## src/rtl/nand_ecc_pkg.sv

```systemverilog
package nand_ecc_pkg;
  localparam logic [7:0] MODE_ECC_CLEAR  = 8'hF4;
  localparam logic [7:0] MODE_ECC_ARM    = 8'hB4;
  localparam logic [7:0] MODE_ECC_RESULT = 8'hD4;
  localparam logic [7:0] MODE_DATA_XFER  = 8'h94;

  typedef enum logic [1:0] {
    ST_IDLE   = 2'd0,
    ST_ARMED  = 2'd1,
    ST_RESULT = 2'd2
  } ecc_state_e;
endpackage

```

## src/rtl/nand_ecc_ctrl.sv

```systemverilog
module nand_ecc_ctrl
  import nand_ecc_pkg::*;
#(
  parameter int SECTOR_BYTES = 512,
  parameter int CNT_W        = $clog2(SECTOR_BYTES + 1)
) (
  input  logic             clk,
  input  logic             rst,
  input  logic             mode_wr,
  input  logic [7:0]       mode_val,
  input  logic             byte_vld,
  input  logic             rd_req,
  output logic [CNT_W-1:0] cnt,
  output logic             acc_clr,
  output logic             acc_en,
  output logic             rd_accept,
  output logic             rd_start
);
  ecc_state_e state;
  localparam logic [CNT_W-1:0] CNT_LIMIT = CNT_W'(SECTOR_BYTES);

  always_comb begin
    acc_clr   = mode_wr && (mode_val == MODE_ECC_CLEAR);
    rd_start  = mode_wr && (mode_val == MODE_ECC_RESULT);
    acc_en    = (state == ST_ARMED) && byte_vld && !mode_wr && (cnt < CNT_LIMIT);
    rd_accept = (state == ST_RESULT) && rd_req && !mode_wr;
  end

  always_ff @(posedge clk) begin
    if (rst) begin
      state <= ST_IDLE;
      cnt   <= '0;
    end else if (mode_wr) begin
      case (mode_val)
        MODE_ECC_CLEAR: begin
          state <= ST_IDLE;
          cnt   <= '0;
        end
        MODE_ECC_ARM:    state <= ST_ARMED;
        MODE_ECC_RESULT: state <= ST_RESULT;
        default:         state <= ST_IDLE;
      endcase
    end else if (acc_en) begin
      cnt <= cnt + 1'b1;
    end
  end


  cnt_bound_chk: assert property (@(posedge clk) disable iff (rst)
    cnt <= CNT_LIMIT);


  clr_cnt_chk: assert property (@(posedge clk) disable iff (rst)
    (mode_wr && mode_val == MODE_ECC_CLEAR) |=> (cnt == '0));


  collide_cnt_chk: assert property (@(posedge clk) disable iff (rst)
    mode_wr |=> (cnt == '0 || $stable(cnt)));


  idle_hold_chk: assert property (@(posedge clk) disable iff (rst)
    (state != ST_ARMED && !mode_wr) |=> $stable(cnt));
endmodule

```

## src/rtl/nand_ecc_parity.sv

```systemverilog
module nand_ecc_parity #(
  parameter int ADDR_W = 8,
  parameter int BYTE_W = 8,
  parameter int LP_W   = 2 * ADDR_W,
  parameter int CP_W   = 2 * $clog2(BYTE_W)
) (
  input  logic              clk,
  input  logic              rst,
  input  logic              clr,
  input  logic              en,
  input  logic [ADDR_W-1:0] addr,
  input  logic [BYTE_W-1:0] data,
  output logic [LP_W-1:0]   lp,
  output logic [CP_W-1:0]   cp
);
  localparam int COL_BITS = CP_W / 2;

  logic              bpar;
  logic [LP_W-1:0]   lp_delta;
  logic [CP_W-1:0]   cp_delta;

  assign bpar = ^data;

  for (genvar k = 0; k < ADDR_W; k++) begin : g_line
    assign lp_delta[2*k+1] = addr[k] & bpar;
    assign lp_delta[2*k]   = ~addr[k] & bpar;
  end

  for (genvar j = 0; j < COL_BITS; j++) begin : g_col
    logic hi, lo;
    always_comb begin
      hi = 1'b0;
      lo = 1'b0;
      for (int b = 0; b < BYTE_W; b++) begin
        if (((b >> j) & 1) == 1) hi = hi ^ data[b];
        else                     lo = lo ^ data[b];
      end
    end
    assign cp_delta[2*j+1] = hi;
    assign cp_delta[2*j]   = lo;
  end

  always_ff @(posedge clk) begin
    if (rst || clr) begin
      lp <= '0;
      cp <= '0;
    end else if (en) begin
      lp <= lp ^ lp_delta;
      cp <= cp ^ cp_delta;
    end
  end


  hold_chk: assert property (@(posedge clk) disable iff (rst)
    (!en && !clr) |=> ($stable(lp) && $stable(cp)));


  pair_chk: assert property (@(posedge clk) disable iff (rst)
    en |=> ($countones(lp ^ $past(lp)) == ($past(bpar) ? ADDR_W : 0)));
endmodule

```

## src/rtl/nand_ecc_readout.sv

```systemverilog
module nand_ecc_readout #(
  parameter int LP_W = 16,
  parameter int CP_W = 6
) (
  input  logic            clk,
  input  logic            rst,
  input  logic            rd_start,
  input  logic            rd_accept,
  input  logic [LP_W-1:0] lp0,
  input  logic [CP_W-1:0] cp0,
  input  logic [LP_W-1:0] lp1,
  input  logic [CP_W-1:0] cp1,
  output logic [15:0]     rd_data,
  output logic            rd_valid
);
  localparam int PAD_W = 8 - CP_W;

  logic [LP_W-1:0] lp0_n, lp1_n;
  logic [7:0]      col0, col1;
  logic [15:0]     words [3];
  logic [1:0]      idx;

  always_comb begin
    lp0_n    = ~lp0;
    lp1_n    = ~lp1;
    col0     = {~cp0, {PAD_W{1'b1}}};
    col1     = {~cp1, {PAD_W{1'b1}}};
    words[0] = {lp0_n[15:8], lp0_n[7:0]};
    words[1] = {lp1_n[7:0], col0};
    words[2] = {col1, lp1_n[15:8]};
  end

  always_ff @(posedge clk) begin
    if (rst) begin
      idx      <= 2'd0;
      rd_valid <= 1'b0;
      rd_data  <= '0;
    end else begin
      rd_valid <= rd_accept;
      if (rd_start) begin
        idx <= 2'd0;
      end else if (rd_accept) begin
        rd_data <= words[idx];
        idx     <= (idx == 2'd2) ? 2'd0 : idx + 2'd1;
      end
    end
  end


  valid_src_chk: assert property (@(posedge clk) disable iff (rst)
    rd_valid |-> $past(rd_accept));


  idx_range_chk: assert property (@(posedge clk) disable iff (rst)
    idx <= 2'd2);


  restart_chk: assert property (@(posedge clk) disable iff (rst)
    rd_start |=> (idx == 2'd0));
endmodule

```

## src/rtl/nand_ecc_engine.sv

```systemverilog
module nand_ecc_engine
  import nand_ecc_pkg::*;
#(
  parameter int HALF_BYTES = 256,
  parameter int BYTE_W     = 8
) (
  input  logic        clk,
  input  logic        rst,
  input  logic        mode_wr,
  input  logic [7:0]  mode_val,
  input  logic        byte_vld,
  input  logic [7:0]  byte_data,
  input  logic        rd_req,
  output logic [15:0] rd_data,
  output logic        rd_valid
);
  localparam int HALVES       = 2;
  localparam int SECTOR_BYTES = HALVES * HALF_BYTES;
  localparam int ADDR_W       = $clog2(HALF_BYTES);
  localparam int CNT_W        = $clog2(SECTOR_BYTES + 1);
  localparam int LP_W         = 2 * ADDR_W;
  localparam int CP_W         = 2 * $clog2(BYTE_W);

  logic [CNT_W-1:0] cnt;
  logic             acc_clr, acc_en, rd_accept, rd_start;
  logic [LP_W-1:0]  lp_q [HALVES];
  logic [CP_W-1:0]  cp_q [HALVES];

  nand_ecc_ctrl #(
    .SECTOR_BYTES (SECTOR_BYTES),
    .CNT_W        (CNT_W)
  ) u_ctrl (
    .clk       (clk),
    .rst       (rst),
    .mode_wr   (mode_wr),
    .mode_val  (mode_val),
    .byte_vld  (byte_vld),
    .rd_req    (rd_req),
    .cnt       (cnt),
    .acc_clr   (acc_clr),
    .acc_en    (acc_en),
    .rd_accept (rd_accept),
    .rd_start  (rd_start)
  );

  for (genvar h = 0; h < HALVES; h++) begin : g_half
    logic half_en;
    assign half_en = acc_en && (cnt[ADDR_W] == 1'(h));

    nand_ecc_parity #(
      .ADDR_W (ADDR_W),
      .BYTE_W (BYTE_W),
      .LP_W   (LP_W),
      .CP_W   (CP_W)
    ) u_par (
      .clk  (clk),
      .rst  (rst),
      .clr  (acc_clr),
      .en   (half_en),
      .addr (cnt[ADDR_W-1:0]),
      .data (byte_data[BYTE_W-1:0]),
      .lp   (lp_q[h]),
      .cp   (cp_q[h])
    );
  end

  nand_ecc_readout #(
    .LP_W (LP_W),
    .CP_W (CP_W)
  ) u_rdout (
    .clk       (clk),
    .rst       (rst),
    .rd_start  (rd_start),
    .rd_accept (rd_accept),
    .lp0       (lp_q[0]),
    .cp0       (cp_q[0]),
    .lp1       (lp_q[1]),
    .cp1       (cp_q[1]),
    .rd_data   (rd_data),
    .rd_valid  (rd_valid)
  );


  rst_quiet_chk: assert property (@(posedge clk)
    $past(rst) |-> !rd_valid);


  collide_rd_chk: assert property (@(posedge clk) disable iff (rst)
    mode_wr |=> !rd_valid);
endmodule

```

## config.mk

```make
export PLATFORM = sky130hd
export DESIGN_NAME = nand_ecc_engine
export DESIGN_NICKNAME = d
export VERILOG_FILES = /design/src/rtl/nand_ecc_pkg.sv /design/src/rtl/nand_ecc_ctrl.sv /design/src/rtl/nand_ecc_parity.sv /design/src/rtl/nand_ecc_readout.sv /design/src/rtl/nand_ecc_engine.sv
export SDC_FILE = /design/constraint.sdc
export NUM_CORES = 1
export LEC_CHECK = 0
export ABC_AREA = 1
export BUFFER_PORTS_ARGS = -buffer_cell sky130_fd_sc_hd__buf_2
export CELL_PAD_IN_SITES_DETAIL_PLACEMENT = 1
export CELL_PAD_IN_SITES_GLOBAL_PLACEMENT = 2
export CORE_ASPECT_RATIO = 0.8
export CORE_MARGIN = 2
export CORE_UTILIZATION = 36
export CTS_CLUSTER_SIZE = 12
export DETAILED_ROUTE_END_ITERATION = 8
export PLACE_DENSITY_LB_ADDON = 0.1
export REMOVE_ABC_BUFFERS = 1
export SYNTH_ARGS = -nofsm -noshare
export SYNTH_HDL_FRONTEND = slang
export SYNTH_SLANG_ARGS = --single-unit
```

## constraint.sdc

```tcl
create_clock -name clk -period 2.7 [get_ports clk]
set_clock_uncertainty 0.2 [all_clocks]
set_input_delay 0.675 -clock clk [delete_from_list [all_inputs] [get_ports clk]]
set_output_delay 0.675 -clock clk [all_outputs]
set_load 0.01 [all_outputs]
```

==> results.md, run 1 <==
- Status: completed
- Area of the core: 11020 um^2
- Synth Cell Area: 4116 um^2
- Worst EP arrival: 2050 ps
- Cts repair resizes: 0
- Grt met1 use: 28.38%
- CTS Sinks: 75
- Setup-failing EPs final: 0
- Max-slew violations: 0
- First-pass GRT wire length: 20000 um
- Via Count: 3931
- First-pass iteration count of the detailed router: 4
- Die height: 99.65 um
- DP Wirelength: 8331 um
- Slew margin rel.: 67.09%
- Via density: 5.079
- Dpl cell area: 4415 um^2
- Final WL: 12160 um
- GRT Max-Usage Layer: met2
- Mapped Avg Cell Area: 6.942 um^2
- Largest net degree at the start of global routing: 65
- Worst-path fanout max: 64
- WL/cell: 15.71 um
- Vias in the first global route: 3926
- Fin. Hold Viols: 0
- Die Width: 123.6 um
- Crit path time final: 1969 ps
- Total power: 2605 uW
- WS Path Type: in2reg
- Commonest non-fill, non-tap cell in the layout: nand2_1
- Least-Margin Pin Slew: 490.6 ps
- Leakage power: 0.001981 uW
- Antenna cells: 0
- ANT nets after route: 0
- Worst EP required: 2780 ps
- CP endpoint kind: register
- Cts bufs inserted: 9
- Synth Warn #: 0
- Final #Nets: 647
- Postcts setup bufs: 0
- Gr usage total: 21.11%
- Clock Tree Root: clkbuf_16
- # rows: 34
- Leading cell types in the layout, fill and taps excluded: nand2_1, inv_1, dfxtp_1, nor2_1, a21oi_1
- Die area: 12310 um^2
- Synth unique cells: 33
- GR Overflow Total: 0
- Post-CTS Hold Fix Bufs: 0
- Setup_tns: 0 ps
- # DRC: 0
- RD Place Congestion: 0.8406
- Worst vdd ir: 262.1 uV
- H-tree levels: 3
- Initial antenna violation count: 0
- Sequential area share after synthesis: 36.47%
- Number of port buffers: 37
- CTS tree: built
- Power Density: 550.6 nW/um^2
- Hold crit path type: reg2reg
- Clock latency on the worst-skew pair: 350 ps
- DR iter-0 viols: 181
- RSZ-0062 raised after global routing: no
- Post-route cell area: 4731 um^2
- Fraction of layout cells with a size suffix above 1: 18.25%
- Met3 Track Usage GR: 4.702%
- Max-cap viol count: 0
- Syn Inst Count: 593
- Initial cell density of the core: 37.36%
- Max Root-Sink Buffers: 2
- Clock slew at reported path FFs: 60 ps
- Hold slack: 253.2 ps
- Fmax: 0.5079 GHz
- Startpoint types: input pin
- Ports: 38
- Yosys reg bits: 75
- M2 GR Usage: 34.07%
- Final worst path period share: 72.92%
- Layout area overhead: 14.92%
-- routing by layer --
layer / wire length, um / share of wire [%]
met3: 283 / 2.3
met2: 5560 / 46
met1: 6156 / 51
met5: 0 / 0
met4: 158 / 1.3
-- sequential cells by signal (all words and copies together) (netlist names) --
| name | count |
|---|---|
| g_half.u_par.cp | 12 |
| u_rdout.idx | 2 |
| u_rdout.rd_valid | 1 |
| g_half.u_par.lp | 32 |
| u_ctrl.state | 2 |
| u_rdout.rd_data | 16 |
| u_ctrl.cnt | 10 |
-- cells in the mapped netlist --
cell	count	share of area [%]
nand2_1	115	10
inv_1	104	9.5
dfxtp_1	75	36
nor2_1	46	4.2
a21oi_1	44	5.3
nand4_1	38	5.8
o21ai_0	32	3.9
nand3_2	27	6.6
nand3_1	17	2.1
nand2_2	13	2.0
buf_2	12	1.5
nor3_1	9	1.1
o22ai_1	9	1.4
xnor2_1	6	1.3
inv_2	5	0.46
buf_1	4	0.36
buf_4	4	0.73
a31oi_1	3	0.46
and3_1	3	0.46
buf_12	3	1.5
clkbuf_1	3	0.27
clkinv_1	3	0.27
nor2_2	3	0.46
o221ai_1	3	0.64
xor2_1	3	0.64
nand2_4	2	0.55
ha_1	1	0.30
inv_4	1	0.15
nand2_8	1	0.49
nand4_2	1	0.30
nor3b_1	1	0.18
o211ai_1	1	0.18
o31ai_1	1	0.18
-- report_power, final --
part	switching (uW)	internal [uW]
combinational	150	59.2
sequential	0.350	1110
clock	496	792
total	647	1960
-- cells by family (layout without fill, tap and decap cells) --
kind of cell | count (synthesis) | after routing | synth area share [%]
and+or+nand+nor | 276 | 276 | 34.59
buffers and inverters | 139 | 176 | 14.65
xor gates and xnor gates | 9 | 9 | 1.915
adders and majority gates | 1 | 1 | 0.3039
DFF | 75 | 75 | 36.47
AOI/OAI and AO/OA | 93 | 93 | 12.07
-- critical path: stages --
cell,delay [ps]
buf_2,130
inv_1,60
nand2_1,70
nand2_2,70
nand2_2,70
nand2_2,70
inv_4,90
nand2_4,70
nand2_8,350
nand3_1,140
nand2_1,100
inv_1,40
nor2_1,90
-- per-stage QoR --
stage | utilization [%] | cells | setup WS (ps)
global route | 42.94 | 774 | 534.0
finish | 42.94 | 774 | 731.2
floorplan | - | 567 | 77.19
detailed placement | 40.07 | 758 | 343.7
CTS | 42.94 | 774 | 707.7
global placement | 40.07 | 758 | 398.3
-- path summary, 6_finish.rpt --
| path | start | to | slack, ps | cells past startpoint |
|---|---|---|---|---|
| hold reg to reg | u_ctrl.cnt[9]$_SDFFE_PP0P_ | u_ctrl.cnt[9]$_SDFFE_PP0P_ | 250 | 2 |
| hold / removal | u_ctrl.cnt[9]$_SDFFE_PP0P_ | u_ctrl.cnt[9]$_SDFFE_PP0P_ | 250 | 2 |
| setup reg to reg | u_rdout.idx[1]$_SDFFE_PP0P_ | u_rdout.rd_data[11]$_SDFFE_PP0P_ | 830 | 5 |
| setup / recovery | byte_data[7] | g_half[0].u_par.lp[14]$_SDFFE_PP0P_ | 730 | 13 |
-- final cells by class --
cell class	count	area (um^2)
well taps	144	180.2
inverters	113	426.7
repair buffers	47	285.3
flip-flops and latches	75	1501
multi-input cells	379	2022
clock buffers	13	270.3
fillers	1436	6287
clock inverters	3	45.04
Power figures use the tool's default switching activity.
==> run 2: changes to the inputs <==
Settings changed: CORE_UTILIZATION 36 to 33.
Clock period 2.7 ns to 2 ns, I/O delays scaled along.
==> run 2 against run 1 <==
Against the previous run: sequential share of layout area is 1.7 points lower; power is 43% higher; cell area is 5.7% higher; cell count is 3.7% higher; via count is 1.4% higher; die area is 8.8% higher; critical endpoint is now u_rdout.rd_data[1]$_SDFFE_PP0P_; combinational power is 61% higher; clock power is 47% higher; largest power group unchanged; core utilization is 1.8 points lower.
==> results.md, run 2 (synthesized netlist as in run 1, its figures left out) <==
- RD Place Congestion: 0.7679 (was 0.8406)
- Final Non-Filler Cells: 803 (was 774)
- Fin. Hold Viols: 0 (unchanged)
- Die area: 13390 um^2 (was 12310 um^2)
- ANT nets after route: 0 (unchanged)
- Power Density: 745.8 nW/um^2 (was 550.6 nW/um^2)
- Worst vdd ir: 362.2 uV (was 262.1 uV)
- Hold crit path type: reg2reg (unchanged)
- # DRC: 0 (unchanged)
- Layout area overhead: 21.49% (was 14.92%)
- Status: completed (unchanged)
- CP endpoint kind: register (unchanged)
- Largest stage delay on the critical path: 560 ps (was 350 ps)
- R2R depth: 4 (was 5)
- Top delay family on crit path: flip-flops (was simple AND/OR/NAND/NOR gates)
- Initial cell density of the core: 33.85% (was 37.36%)
- Top flop regs: g_half.u_par.lp: 32 flops, u_rdout.rd_data: 16 flops, g_half.u_par.cp: 12 flops (unchanged)
- H-tree levels: 3 (unchanged)
- Cts bufs inserted: 9 (unchanged)
- Leading cell types in the layout, fill and taps excluded: nand2_1, inv_1, dfxtp_1, nor2_1, a21oi_1 (unchanged)
- # rows: 36 (was 34)
- Largest net degree at the start of global routing: 44 (was 65)
- Antenna cells: 0 (unchanged)
- Startpoint types: register (was input pin)
- Max Root-Sink Buffers: 2 (unchanged)
- WS Path Type: reg2reg (was in2reg)
- WL/cell: 15.78 um (was 15.71 um)
- Origin of the worst setup path: u_rdout.idx[1]$_SDFFE_PP0P_ (was byte_data[7])
- Final Util: 41.12% (was 42.94%)
- Cell chain of the critical path: nand2_1, inv_1, a21oi_1, a21oi_1 (was buf_2, inv_1, nand2_1, nand2_2, nand2_2, nand2_2, inv_4, nand2_4, nand2_8, nand3_1, nand2_1, inv_1, nor2_1)
- Setup slack, reg-to-reg: 190 ps (was 830 ps)
- DR iter-0 viols: 102 (was 181)
- Max-slew violations: 0 (unchanged)
- Worst R2R Start: u_rdout.idx[1]$_SDFFE_PP0P_ (unchanged)
- Gr usage total: 19.93% (was 21.11%)
- Fmax: 0.5517 GHz
- CTS Sinks: 75 (unchanged)
- Max-cap viol count: 0 (unchanged)
- Worst path depth: 4 (was 13)
- Cts repair resizes: 0 (unchanged)
- Worst Setup EP: u_rdout.rd_data[1]$_SDFFE_PP0P_ (was g_half[0].u_par.lp[14]$_SDFFE_PP0P_)
- Worst-path fanout max: 8 (was 64)
- Setup ws final: 187.4 ps (was 731.2 ps)
- Worst EP required: 2070 ps (was 2780 ps)
- Vias in the first global route: 4092 (was 3926)
- Final worst path period share: 90.63%
- Die height: 103.9 um (was 99.65 um)
- Leakage power: 0.002129 uW (was 0.001981 uW)
- Postcts setup bufs: 0 (unchanged)
- CP dominant cell by count: a21oi_1 (was nand2_2)
- Slew margin rel.: 70.58% (was 67.09%)
- Setup_tns: 0 ps (unchanged)
- Reg2reg end: u_rdout.rd_data[1]$_SDFFE_PP0P_ (was u_rdout.rd_data[11]$_SDFFE_PP0P_)
- Via Count: 3985 (was 3931)
- Least-Margin Pin Slew: 440.7 ps (was 490.6 ps)
- Setup-failing EPs final: 0 (unchanged)
- First-pass iteration count of the detailed router: 4 (unchanged)
- Register bank with the most flops: g_half.u_par.lp (unchanged)
- Crit path time final: 1813 ps
- Hold slack: 258.0 ps (was 253.2 ps)
- Initial antenna violation count: 0 (unchanged)
- Final WL: 12670 um (was 12160 um)
- Worst EP arrival: 1890 ps (was 2050 ps)
- Via density: 4.963 (was 5.079)
- GR Overflow Total: 0 (unchanged)
- Ports: 38 (unchanged)
- Critical path buffer and inverter count: 1 (was 4)
- Commonest non-fill, non-tap cell in the layout: nand2_1 (unchanged)
- CTS tree: built (unchanged)
- Clock latency on the worst-skew pair: 340 ps (was 350 ps)
- RSZ-0062 raised after global routing: no (unchanged)
- Slowest CP cell: dfxtp_1 (was nand2_8)
- Place WS: -42.30 ps (was 343.7 ps)
- DP Wirelength: 9112 um (was 8331 um)
- Die Width: 128.9 um (was 123.6 um)
- Fill cells: 1563 (was 1436)
- Post-CTS Hold Fix Bufs: 0 (unchanged)
- Fraction of layout cells with a size suffix above 1: 20.89% (was 18.25%)
- First-pass GRT wire length: 21000 um (was 20000 um)
- Largest register FFs: 32 (unchanged)
- Final #Nets: 668 (was 647)
- Clock Tree Root: clkbuf_16 (unchanged)
- Number of port buffers: 37 (unchanged)
- Area of the core: 12160 um^2 (was 11020 um^2)
- Inst Count DP: 787 (was 758)
- Clock slew at reported path FFs: 60 ps (about the same)
==> run 2: cell types whose count changed in the layout (fill, tap and decap cells not counted) <==
cell | previous run | this run
clkbuf_8 | 3 | 1
clkinvlp_4 | 2 | 0
clkinv_2 | 0 | 2
buf_12 | 2 | 8
bufinv_16 | 1 | 3
buf_4 | 8 | 23
==> run 2: final cells by class <==
type,count,area (um^2),share of cell area [%]
sequential,75,1501,30.02
multi-input combinational,379,2022,40.43
tap,152,190.2,3.803
clock buffer,11,242.7,4.854
inverter,113,426.7,8.531
timing repair buffer,68,518.0,10.36
clock inverter,5,100.1,2.001
==> run 2: through the flow <==
step           area, um^2  total power, uW
2_1_floorplan        3940             1711
3_3_place_gp         4658             1860
3_5_place_dp         4658             1866
4_1_cts              5001             3773
5_1_grt              5001             3863
6_report             5001             3730
==> run 2: per-layer routing <==
metal  share of wire, %  track usage, %  wire, um
met5                  0               0         0
met1                 49           26.57      6245
met3                2.2           3.858       283
met2                 47           32.84      5955
met4                1.5           5.435       185
==> run 2: worst register-to-register path, stage by stage (launching register included) <==
cell and delay, ps:
dfxtp_1 560, nand2_1 340, inv_1 390, a21oi_1 140, a21oi_1 120
==> run 2: worst min-delay path by stage <==
stage,startpoint,endpoint,depth (start not counted)
final,u_ctrl.cnt[9]$_SDFFE_PP0P_,u_ctrl.cnt[9]$_SDFFE_PP0P_,2
after floorplan,g_half[0].u_par.cp[3]$_SDFFE_PP0P_,g_half[0].u_par.cp[3]$_SDFFE_PP0P_,1
after detailed placement,u_ctrl.cnt[9]$_SDFFE_PP0P_,u_ctrl.cnt[9]$_SDFFE_PP0P_,2
after global routing,rst,u_ctrl.cnt[6]$_SDFFE_PP0P_,2
after CTS,rst,u_ctrl.cnt[6]$_SDFFE_PP0P_,2
after global placement,u_ctrl.cnt[9]$_SDFFE_PP0P_,u_ctrl.cnt[9]$_SDFFE_PP0P_,2
==> run 2: where the power goes <==
part           switching [uW]  internal, uW  total, uW  leakage (uW)
logic                     213           124        336       0.00136
registers               0.318          1490       1490      0.000604
clock network             650          1250       1900      0.000169
==> run 3: changes to the inputs <==
Settings changed: SLEW_MARGIN set to 20, SYNTH_HIERARCHICAL set to 1.
==> run 3 against run 2 <==
Against the previous run: wire length rose by 18%; global-route usage down 0.17 points; first-iteration DRC count rose by 44%; non-clock buffer count rose by 9; area after synthesis increased by 19%; core utilization decreased by 0.94 points; cell area up 16%; worst setup slack lost 21 ps; cell count increased by 26%; critical path type unchanged; largest power group unchanged.
==> results.md, run 3 <==
- Status: completed (unchanged)
- Clock latency on the worst-skew pair: 340 ps (about the same)
- Number of port buffers: 37 (unchanged)
- Worst-path fanout max: 23 (was 8)
- Origin of the worst setup path: u_ctrl/state[0]$_SDFFE_PP0P_ (was u_rdout.idx[1]$_SDFFE_PP0P_)
- Synth area leader: dfxtp_1 (unchanged)
- First-pass GRT wire length: 24920 um (was 21000 um)
- Slew margin rel.: 69.15% (was 70.58%)
- Syn Inst Count: 766 (was 593)
- ANT nets after route: 0 (unchanged)
- Clock slew at reported path FFs: 60 ps (about the same)
- CTS Sinks: 75 (unchanged)
- Die area: 15820 um^2 (was 13390 um^2)
- Fmax: 0.5455 GHz (was 0.5517 GHz)
- Startpoint types: register (unchanged)
- Leading cell types in the layout, fill and taps excluded: nand2_1, inv_1, nor2_1, dfxtp_1, buf_2 (was nand2_1, inv_1, dfxtp_1, nor2_1, a21oi_1)
- DP Wirelength: 11160 um (was 9112 um)
- Synth unique cells: 30 (was 33)
- Top flop regs: g_half.u_par/lp: 32 flops, u_rdout/rd_data: 16 flops, g_half.u_par/cp: 12 flops (was g_half.u_par.lp: 32 flops, u_rdout.rd_data: 16 flops, g_half.u_par.cp: 12 flops)
- Switching share of power: 24.20% (was 23.13%)
- Area of the core: 14400 um^2 (was 12160 um^2)
- Leakage power: 0.002514 uW (was 0.002129 uW)
- DR iter-0 viols: 147 (was 102)
- Synth top cells by count: nand2_1, inv_1, nor2_1 (was nand2_1, inv_1, dfxtp_1)
- CTS tree: built (unchanged)
- Asr flop ratio synth: 0% (unchanged)
- Total power: 3537 uW (was 3730 uW)
- Fin. Hold Viols: 0 (unchanged)
- Comb pwr share: 8.2% (was 9.0%)
- Register Area: 1501 um^2 (unchanged)
- Clock Tree Root: clkbuf_16 (unchanged)
- Worst R2R Start: u_ctrl/state[0]$_SDFFE_PP0P_ (was u_rdout.idx[1]$_SDFFE_PP0P_)
- Largest net degree at the start of global routing: 33 (was 44)
- Fill cells: 1901 (was 1563)
- Power Density: 611.5 nW/um^2 (was 745.8 nW/um^2)
- Grt met1 use: 26.38% (was 26.57%)
- Cell chain of the critical path: inv_1, nor2_2, nand3_2, inv_1, nand2_1, inv_2, nand3_4, nand2_4, buf_12, nand3_2, nand2_1, inv_1, nor2_1 (was nand2_1, inv_1, a21oi_1, a21oi_1)
- Met3 Track Usage GR: 3.301% (was 3.858%)
- Via density: 4.799 (was 4.963)
- Worst EP required: 2070 ps (about the same)
- Final WL: 14940 um (was 12670 um)
- Final worst path period share: 91.67% (was 90.63%)
- Initial cell density of the core: 33.99% (was 33.85%)
- Register bank with the most flops: g_half.u_par/lp (was g_half.u_par.lp)
- Max-slew violations: 0 (unchanged)
- RD Place Congestion: 0.7871 (was 0.7679)
- Slowest CP cell: dfxtp_1 (unchanged)
- Worst vdd ir: 381.0 uV (was 362.2 uV)
- Sequential area share after synthesis: 30.68% (was 36.47%)
- Antenna cells: 0 (unchanged)
- Post-CTS Hold Fix Bufs: 0 (unchanged)
- Commonest non-fill, non-tap cell in the layout: nand2_1 (unchanged)
- Largest register FFs: 32 (unchanged)
- Net Switching: 856.0 uW (was 862.6 uW)
- Worst EP arrival: 1900 ps (was 1890 ps)
- P_int: 2681 uW (was 2867 uW)
- Synth Warn #: 6 (was 0)
- Number of synthesized flops with an enable pin: 0 (unchanged)
- # DRC: 0 (unchanged)
- Least-Margin Pin Slew: 462.3 ps (was 440.7 ps)
- Die Width: 140.1 um (was 128.9 um)
- Most common cell in the synthesized netlist: nand2_1 (unchanged)
- Via Count: 4871 (was 3985)
- Largest stage delay on the critical path: 310 ps (was 560 ps)
- WL/cell: 14.72 um (was 15.78 um)
- Die height: 112.9 um (was 103.9 um)
- Hold crit path type: reg2reg (unchanged)
- GRT Max-Usage Layer: met2 (unchanged)
- Hold_sp: g_half[0].u_par/cp[5]$_SDFFE_PP0P_ (was u_ctrl.cnt[9]$_SDFFE_PP0P_)
- Initial antenna violation count: 0 (unchanged)
- Share of the synthesized area in the top cell type: 30.68% (was 36.47%)
- Dominant synthesized flop cell: dfxtp_1 (unchanged)
- Hold slack: 259.7 ps (was 258.0 ps)
- CP dominant cell by count: inv_1 (was a21oi_1)
- Clock Power Share: 49.6% (was 50.9%)
- Cts bufs inserted: 9 (unchanged)
- CP endpoint kind: register (unchanged)
- RSZ-0062 raised after global routing: yes (was no)
- Seq pwr share: 42.2% (was 40.1%)
- Final #Nets: 848 (was 668)
- Max Root-Sink Buffers: 2 (unchanged)
- Mapped Avg Cell Area: 6.388 um^2 (was 6.942 um^2)
- Fraction of layout cells with a size suffix above 1: 19.25% (was 20.89%)
- Gr usage total: 19.76% (was 19.93%)
- GR Overflow Total: 0 (unchanged)
- WS Path Type: reg2reg (unchanged)
- H-tree levels: 3 (unchanged)
- Yosys reg bits: 75 (unchanged)
- Synth Cell Area: 4893 um^2 (was 4116 um^2)
- Synth top area cells: dfxtp_1, nand2_1, inv_1, nor2_1, nand3_2 (was dfxtp_1, nand2_1, inv_1, nand3_2, nand4_1)
- M2 GR Usage: 33.14% (was 32.84%)
- Setup-failing EPs final: 0 (unchanged)
- Ports: 38 (unchanged)
- Crit path time final: 1833 ps (was 1813 ps)
- Layout area overhead: 18.21% (was 21.49%)
- Area taken by multi-input logic gates: 2567 um^2 (was 2022 um^2)
- # rows: 39 (was 36)
- First-pass iteration count of the detailed router: 7 (was 4)
- Vias in the first global route: 5070 (was 4092)
- Max-cap viol count: 0 (unchanged)
run 3: layout make-up:
class,instances,area share [%]
repair buffers,77,10.77
inverters,147,9.539
clock inverters,5,1.341
well taps,184,3.980
clock buffers,11,4.023
multi-input cells,516,44.39
flip-flops and latches,75,25.96
run 3: path summary, 6_finish.rpt:
check / endpoint / slack, ps / depth (start not counted)
worst min register to register: g_half[0].u_par/cp[5]$_SDFFE_PP0P_ / 260 / 2
worst max register to register: g_half[1].u_par/lp[8]$_SDFFE_PP0P_ / 170 / 13
worst min-delay path: g_half[0].u_par/cp[5]$_SDFFE_PP0P_ / 260 / 2
worst max-delay path: g_half[1].u_par/lp[8]$_SDFFE_PP0P_ / 170 / 13
run 3: layer usage:
metal	share of wire (%)	up-vias
met2	46	58
met5	0	-
met3	2.5	16
met4	1.6	0
li1	-	2462
met1	50	2335
run 3: power by group through the flow:
stage | combinational (uW) | clock (uW) | sequential (uW)
5_1_grt | 325 | 1860 | 1490
2_1_floorplan | 158 | 0 | 1530
3_5_place_dp | 293 | 0 | 1530
6_report | 290 | 1750 | 1490
4_1_cts | 294 | 1800 | 1490
3_3_place_gp | 282 | 0 | 1530
run 3: what timing repair did:
item	in CTS	in global routing
buffers inserted	0	0
gates resized for setup	0	3
hold endpoints to repair	0	0
setup endpoints to repair	0	40
run 3: metrics by stage:
step	cell area (um^2)	setup slack, ps	setup TNS, ps	instances	util (%)
floorplan	4613	-86.65	-1155	738	-
global placement	5466	-187.4	-5382	999	37.97
detailed placement	5466	-237.9	-8248	999	37.97
CTS	5777	24.03	0	1015	40.13
global route	5784	-8.732	-15.43	1015	40.18
finish	5784	166.7	0	1015	40.18
run 3: cell families (layout without fill, tap and decap cells):
family                     after synthesis  in the layout  synth area share [%]
adders and majority gates                1              1                0.2556
buffers and inverters                  175            240                 17.00
AOI/OAI and AO/OA                       60             60                 6.264
DFF                                     75             75                 30.68
and+or+nand+nor                        446            446                 44.18
xor gates and xnor gates                 9              9                 1.611
run 3: worst max-delay path, delay by kind of cell (launching register included):
family	cells	cell delay (ps)
flip-flops	1	310
AND/OR/NAND/NOR	8	750
buffers and inverters	5	490
